## src/rtl/fhf_pkg.sv

```systemverilog
package fhf_pkg;

    localparam int HDR_BYTES = 27;
    localparam int ENT_W     = 32;

    typedef logic [2:0] kind_t;
    localparam kind_t K_VOID    = 3'd0;
    localparam kind_t K_UL_RES  = 3'd1;
    localparam kind_t K_UL_CONT = 3'd2;
    localparam kind_t K_DL_UNI  = 3'd3;
    localparam kind_t K_DL_GRP  = 3'd4;
    localparam kind_t K_END     = 3'd7;

    localparam logic [7:0] ADDR_ALL = 8'hFF;

    typedef struct packed {
        kind_t       kind;
        logic [7:0]  mt;
        logic [11:0] mvc;
        logic [8:0]  slot;
    } slot_ent_t;

    function automatic logic ent_is_mine(slot_ent_t e, logic [7:0] addr);
        return (e.mt == addr) || (e.mt == ADDR_ALL);
    endfunction

endpackage

```

## src/rtl/fhf_fifo.sv

```systemverilog
module fhf_fifo #(
    parameter int WIDTH = 32,
    parameter int DEPTH = 4
) (
    input  logic             clk,
    input  logic             rst,
    input  logic             wr_en,
    input  logic [WIDTH-1:0] wr_data,
    input  logic             rd_en,
    output logic [WIDTH-1:0] rd_data,
    output logic             empty,
    output logic             full
);
    localparam int AW = (DEPTH > 1) ? $clog2(DEPTH) : 1;
    localparam logic [AW-1:0] LAST = AW'(DEPTH - 1);

    logic [WIDTH-1:0] mem [DEPTH];
    logic [AW-1:0]    wptr, rptr;
    logic [AW:0]      count;

    assign empty   = (count == '0);
    assign full    = (count == (AW+1)'(DEPTH));
    assign rd_data = mem[rptr];

    logic do_wr, do_rd;
    assign do_wr = wr_en && !full;
    assign do_rd = rd_en && !empty;

    always_ff @(posedge clk) begin
        if (rst) begin
            wptr  <= '0;
            rptr  <= '0;
            count <= '0;
        end else begin
            if (do_wr) begin
                mem[wptr] <= wr_data;
                wptr <= (wptr == LAST) ? '0 : wptr + 1'b1;
            end
            if (do_rd)
                rptr <= (rptr == LAST) ? '0 : rptr + 1'b1;
            case ({do_wr, do_rd})
                2'b10:   count <= count + 1'b1;
                2'b01:   count <= count - 1'b1;
                default: count <= count;
            endcase
        end
    end

    // occupancy never exceeds the depth
    a_r7_count_bound: assert property (@(posedge clk) disable iff (rst)
        count <= (AW+1)'(DEPTH));
    // an empty FIFO with no write stays empty
    a_r7_empty_holds: assert property (@(posedge clk) disable iff (rst)
        (empty && !wr_en) |=> empty);

endmodule

```

## src/rtl/fhf_assembler.sv

```systemverilog
module fhf_assembler
    import fhf_pkg::*;
(
    input  logic      clk,
    input  logic      rst,
    input  logic      in_valid,
    input  logic [7:0] in_byte,
    input  logic      in_sop,
    input  logic      in_eop,
    input  logic      in_fh,
    output logic      fh_start,
    output logic      ent_strobe,
    output slot_ent_t ent
);
    localparam int HW = $clog2(HDR_BYTES + 1);
    localparam logic [HW-1:0] HDR_LAST = HW'(HDR_BYTES - 1);

    typedef enum logic [1:0] {P_IDLE, P_HDR, P_MAP} pstate_t;

    pstate_t       state;
    logic [HW-1:0] hdr_cnt;
    logic [1:0]    idx;
    logic [23:0]   shreg;

    assign fh_start   = in_valid && in_sop && in_fh;
    assign ent        = slot_ent_t'({shreg, in_byte});
    assign ent_strobe = (state == P_MAP) && in_valid && !in_sop &&
                        (idx == 2'd3) && (ent.kind != K_END);

    always_ff @(posedge clk) begin
        if (rst) begin
            state   <= P_IDLE;
            hdr_cnt <= '0;
            idx     <= '0;
            shreg   <= '0;
        end else if (in_valid) begin
            if (in_sop) begin
                hdr_cnt <= HW'(1);
                idx     <= '0;
                state   <= (in_fh && !in_eop) ? P_HDR : P_IDLE;
            end else begin
                case (state)
                    P_HDR: begin
                        hdr_cnt <= hdr_cnt + 1'b1;
                        if (in_eop)
                            state <= P_IDLE;
                        else if (hdr_cnt == HDR_LAST) begin
                            state <= P_MAP;
                            idx   <= '0;
                        end
                    end
                    P_MAP: begin
                        shreg <= {shreg[15:0], in_byte};
                        idx   <= idx + 1'b1;
                        if (in_eop || (idx == 2'd3 && ent.kind == K_END))
                            state <= P_IDLE;
                    end
                    default: state <= P_IDLE;
                endcase
            end
        end
    end

endmodule

```

## src/rtl/fhf_select.sv

```systemverilog
module fhf_select
    import fhf_pkg::*;
#(
    parameter int CNT_W = 8
) (
    input  logic             clk,
    input  logic             rst,
    input  logic [7:0]       my_addr,
    input  logic             fh_start,
    input  logic             ent_strobe,
    input  slot_ent_t        ent,
    input  logic             fifo_full,
    output logic             push,
    output logic [CNT_W-1:0] acc_cnt,
    output logic [CNT_W-1:0] drop_cnt
);
    logic mine, drop;
    assign mine = ent_strobe && ent_is_mine(ent, my_addr);
    assign push = mine && !fifo_full;
    assign drop = mine && fifo_full;

    always_ff @(posedge clk) begin
        if (rst || fh_start) begin
            acc_cnt  <= '0;
            drop_cnt <= '0;
        end else begin
            if (push) acc_cnt  <= acc_cnt + 1'b1;
            if (drop) drop_cnt <= drop_cnt + 1'b1;
        end
    end

    // a frame header start leaves both counters at zero
    a_r9_clear: assert property (@(posedge clk) disable iff (rst)
        fh_start |=> (acc_cnt == '0 && drop_cnt == '0));
    // the drop counter grows only while the FIFO reports full
    a_r8_drop_when_full: assert property (@(posedge clk) disable iff (rst)
        (drop_cnt != $past(drop_cnt) && drop_cnt != '0) |-> $past(fifo_full));

endmodule

```

## src/rtl/slot_map_filter.sv

```systemverilog
module slot_map_filter
    import fhf_pkg::*;
#(
    parameter int DEPTH = 4,
    parameter int CNT_W = 8
) (
    input  logic             clk,
    input  logic             rst,
    input  logic [7:0]       my_mt_addr,
    input  logic             rx_valid,
    input  logic [7:0]       rx_byte,
    input  logic             rx_sop,
    input  logic             rx_eop,
    input  logic             rx_is_fh,
    input  logic             ent_ready,
    output logic             ent_valid,
    output logic [31:0]      ent_data,
    output logic [CNT_W-1:0] accept_count,
    output logic [CNT_W-1:0] drop_count
);
    logic      fh_start, ent_strobe, push, fifo_empty, fifo_full;
    slot_ent_t ent;

    fhf_assembler u_asm (
        .clk(clk), .rst(rst),
        .in_valid(rx_valid), .in_byte(rx_byte), .in_sop(rx_sop),
        .in_eop(rx_eop), .in_fh(rx_is_fh),
        .fh_start(fh_start), .ent_strobe(ent_strobe), .ent(ent)
    );

    fhf_select #(.CNT_W(CNT_W)) u_sel (
        .clk(clk), .rst(rst), .my_addr(my_mt_addr),
        .fh_start(fh_start), .ent_strobe(ent_strobe), .ent(ent),
        .fifo_full(fifo_full), .push(push),
        .acc_cnt(accept_count), .drop_cnt(drop_count)
    );

    fhf_fifo #(.WIDTH(ENT_W), .DEPTH(DEPTH)) u_fifo (
        .clk(clk), .rst(rst),
        .wr_en(push), .wr_data(ent),
        .rd_en(ent_ready), .rd_data(ent_data),
        .empty(fifo_empty), .full(fifo_full)
    );

    assign ent_valid = !fifo_empty;

    // the end-of-map kind is never written
    a_r5_no_end_written: assert property (@(posedge clk) disable iff (rst)
        push |-> (ent.kind != K_END));
    // writes carry this terminal's address or the all-terminals address
    a_r3_r4_match: assert property (@(posedge clk) disable iff (rst)
        push |-> (ent.mt == my_mt_addr || ent.mt == ADDR_ALL));
    // nothing is written on the first byte of any packet
    a_r1_no_write_on_sop: assert property (@(posedge clk) disable iff (rst)
        (rx_valid && rx_sop) |-> !push);

endmodule

```

## config.mk

```make
export PLATFORM = sky130hd
export DESIGN_NAME = slot_map_filter
export DESIGN_NICKNAME = d
export VERILOG_FILES = /design/src/rtl/fhf_pkg.sv /design/src/rtl/fhf_fifo.sv /design/src/rtl/fhf_assembler.sv /design/src/rtl/fhf_select.sv /design/src/rtl/slot_map_filter.sv
export SDC_FILE = /design/constraint.sdc
export NUM_CORES = 1
export LEC_CHECK = 0
export ABC_AREA = 1
export BUFFER_PORTS_ARGS = -buffer_cell sky130_fd_sc_hd__buf_2
export CORE_MARGIN = 5
export CORE_UTILIZATION = 40
export DETAILED_ROUTE_END_ITERATION = 6
export PLACE_DENSITY = 0.67
export SKIP_LAST_GASP = 1
export SLEW_MARGIN = 25
export SYNTH_ARGS = -nofsm -noshare
export SYNTH_HDL_FRONTEND = slang
export SYNTH_SLANG_ARGS = --single-unit
```

## constraint.sdc

```tcl
create_clock -name clk -period 3.4 [get_ports clk]
set_input_delay 0.34 -clock clk [delete_from_list [all_inputs] [get_ports clk]]
set_output_delay 0.34 -clock clk [all_outputs]
set_load 0.02 [all_outputs]
```

==> summary.md <==
Clock buffer count from CTS: 17. The via count came out at 5255. The average cell area after synthesis was 10.77 µm². The run gives 0 as the number of nets still failing antenna checks after routing. Summing all non-filler instances in the final layout gives an area of 8801 µm². STA classifies the critical path startpoint as a flop. For this design the ratio of total power to cell area is 559.9 nW/µm². For the non-filler instance count after layout, the log shows 1022. The tools report the startpoint of the lowest-slack hold path as rst. For the routability congestion estimate from global placement, the log shows 0.8113. The run gives 3.285 nW as the reported leakage power. STA puts the critical path data arrival time at 3070 ps. On the final layout, the worst clock skew is 13.73 ps. The clock root buffer was clkbuf_16. For the worst setup path, the data required time is 3760 ps.

The portion of total power attributed to sequential cells is 0.498. The count of instances resized after the clock tree is built came out at 0. The overall global routing resource usage was 0.1523.

The final net count is 810. The number of pins exceeding their max-slew limit in the final report came out at 0. For this run, design rule violations remaining after detail routing come to 0.

The design internal power was 3.584 mW; the buffers plus inverters on the worst setup path was 3. The tree built by TritonCTS fans out to 186 sinks. The CTS H-tree depth is 4, and the length of the first detailed-routing pass in iterations is 7. The number of setup buffers added after CTS is 0. Switching power as a share of total power: 0.2728. The critical path capture point type was a flop. The logic gate share of total power was 0.123; the number of DRC markers after the initial detailed-route iteration was 472. For the final routed database, the setup TNS stands at 0 ps. The portion of the clock cycle consumed by the worst path in the final layout is 0.7958, and the routed length per instance is 15.91 µm.

The total overflow left after global routing is 0. In this run, placement finished with an instance count of 990. TritonCTS built the clock tree. The critical path goes through inv_2 -> nor2_4 -> nand3_4 -> inv_4 -> nand2_4 -> nor2_8 -> nand3_4 -> ha_1 -> inv_1 -> fa_1 -> a21oi_1 -> o21ai_0 -> o21ai_0 -> a21oi_1. The initial cell density of the core is 0.4054, and the warning count from the yosys run is 0.

The die is 147.7 µm wide. The logs give 0.6600 for the sequential fraction of the synthesis area and 1676 for the count of fill cells added during filler insertion. The share of synthesized flip-flops with an asynchronous set or reset was 0. For this run, the top clock speed supported by timing is 369.6 MHz.

The number of distinct library cell variants in the gate-level netlist after synthesis was 39. The first global-routing pass estimated 26.27 mm of wire. For the pin with the worst max-slew slack, the measured transition is 617.9 ps. The clock passes through at most 2 buffers. 0 antenna diodes ended up in the layout.

The tools report the row count as 50. The core area came out at 18710 µm². Overall power consumption after layout is estimated at 4.928 mW. Counting flops and latches in the post-synthesis netlist gives 186. The fraction of layout cells with a size suffix above 1 came out at 0.1726. Type of the worst setup path: flop to flop. In this run the cell area of the synthesized design comes to 7584 µm².

Clock-pin slew was measured on the worst setup and hold paths at 70 ps. The synthesized design contains 128 enable-type register cells. The path class of the lowest-slack min-delay path was input pin to flop. The tools report the number of antenna violations at the first check in global routing as 0. Among all flip-flop cells after synthesis, the most frequent one is edfxtp_1. The run finished with clean final reports. Using the TritonRoute via totals, the vias-per-cell ratio works out to 5.142.

The critical path starts at u_asm.state[1]. The later pin in the worst-skew pair is clocked with a latency of 430 ps. The number of hold buffers added after CTS was 0.

When the netlist entered floorplanning its net count stood at 739. Entering global routing, the biggest net connects 65 pins. In this design, the stage delay of the slowest critical-path cell is 350 ps. The fraction of the core area covered by cells at the end of the flow is 0.4705. The clock share of power was 0.379; the overall die area was 21810 µm². Setup repair after global routing left no endpoint under its margin.

The worst relative slew slack was 0.5881; the clock period minus worst slack was 2706 ps. The tools report the switching component of the power as 1.344 mW. The cell count after synthesis came out at 704.

Compared with the post-synthesis result, the final layout area differs by 16.05%. In this run the worst path has a maximum fanout of 27. Once detailed placement completed, the half-perimeter wirelength came to 10.49 mm. In this run the tool buffered the top-level ports with 71 buffer cells.

The number of setup violations in the final report was 0. The run gives 5065 as the via count of the first global-routing pass. Summing all placed instances gives a cell area of 8242 µm². The tools report the top-level I/O count as 72. The worst register-to-register path begins at u_asm.state[1]. Max-cap violations in this run came to 0.

Across the VDD grid, the largest voltage drop is 0.3953 mV. Broken down by cell family, the worst path's largest delay share belongs to simple AND/OR/NAND/NOR gates. The die is 147.7 µm tall.

The cell with the largest stage delay on the worst path is dfxtp_1. Final hold violation count: 0. The final layout contains routed wiring with a total length of 16.27 mm.
[through the flow]
step | hold slack, ps | setup slack (ps)
2_1_floorplan | 409.1 | 415.7
3_3_place_gp | 434.8 | 691.6
3_5_place_dp | 459.7 | 663.8
4_1_cts | 48.31 | 664.0
5_1_grt | 60.45 | 361.0
6_report | 61.37 | 694.3
[cells in the final DEF, fill, tap and decap left out, types with 2 or more instances in the layout]
| cell type | Yosys | layout |
|---|---|---|
| inv_2 | 2 | 2 |
| xor2_1 | 5 | 5 |
| dfxtp_1 | 58 | 57 |
| buf_2 | 1 | 71 |
| inv_8 | 0 | 2 |
| nand4_1 | 16 | 16 |
| o22ai_1 | 32 | 32 |
| clkbuf_16 | 0 | 17 |
| xnor2_1 | 6 | 6 |
| nand2_1 | 58 | 58 |
| inv_1 | 51 | 51 |
| clkinv_2 | 0 | 2 |
| buf_4 | 2 | 12 |
| clkinvlp_4 | 0 | 2 |
| ha_1 | 11 | 11 |
| buf_12 | 0 | 2 |
| inv_6 | 0 | 7 |
| nor2_1 | 133 | 129 |
| nor4_1 | 2 | 2 |
| nand3_4 | 2 | 2 |
| edfxtp_1 | 128 | 128 |
| o21ai_0 | 101 | 101 |
| o21ai_1 | 3 | 3 |
| nand3_2 | 4 | 4 |
| a31oi_1 | 2 | 2 |
| nor2_4 | 1 | 5 |
| nand3_1 | 9 | 9 |
| a21oi_1 | 26 | 26 |
| nor3_1 | 9 | 9 |
[state kept, by name, indices dropped and copies added, names as in the netlist, named ones only]
register,cells
u_sel.acc_cnt,8
u_asm.idx,2
u_fifo.mem,128
u_asm.state,2
u_sel.drop_cnt,8
u_asm.hdr_cnt,5
u_fifo.count,3
u_asm.shreg,24
u_fifo.wptr,2
u_fifo.rptr,2
[worst paths after layout]
check | endpoint | slack (ps) | cells after the start
hold / removal | u_asm.hdr_cnt[1] | 60 | 2
setup / recovery | u_fifo.count[2] | 690 | 14
hold reg to reg | u_fifo.count[0] | 470 | 1
setup reg to reg | u_fifo.count[2] | 690 | 14
[power groups by stage]
stage,combinational (mW),clock [mW],sequential [mW]
after floorplan,0.404,0,2.50
after global placement,0.606,0,2.50
after detailed placement,0.615,0,2.50
after CTS,0.618,1.91,2.45
after global routing,0.670,2.00,2.46
final,0.605,1.87,2.45
[Yosys cell counts (4+ instances only)]
cell        n  share of area
o21ai_0   101          0.067
a21oi_1    26          0.017
nor3_1      9         0.0059
edfxtp_1  128           0.51
inv_1      51          0.025
xor2_1      5         0.0058
nand2_1    58          0.029
xnor2_1     6         0.0069
nand3_2     4         0.0053
o22ai_1    32          0.026
nand4_1    16          0.013
nor2_1    133          0.066
clkbuf_1   25          0.012
dfxtp_1    58           0.15
nand3_1     9         0.0059
ha_1       11          0.018
[layer usage]
| layer | global-route usage | share of wire | up-vias |
|---|---|---|---|
| met2 | 0.2480 | 0.49 | 130 |
| met5 | 0 | 0 | - |
| met1 | 0.2002 | 0.44 | 2510 |
| met3 | 0.04292 | 0.057 | 11 |
| li1 | - | - | 2604 |
| met4 | 0.04334 | 0.0092 | 0 |
[cell families (layout without fill, tap and decap cells)]
group	Yosys count	count (layout)	synth area share
simple gates	241	241	0.1429
compound gates	166	166	0.1162
fa+ha+maj	12	12	0.02079
flops	186	186	0.6600
buf+inv	88	172	0.04752
xor+xnor	11	11	0.01270
[layout make-up]
type	instances	area [µm²]	area share
Sequential cell	186	5006	0.5688
Clock inverter	15	133.9	0.01521
Inverter	55	209.0	0.02374
Timing Repair Buffer	85	485.5	0.05516
Clock buffer	17	425.4	0.04834
Multi-Input combinational cell	430	2248	0.2555
Tap cell	234	292.8	0.03327
(Power assumes the default switching activity.)
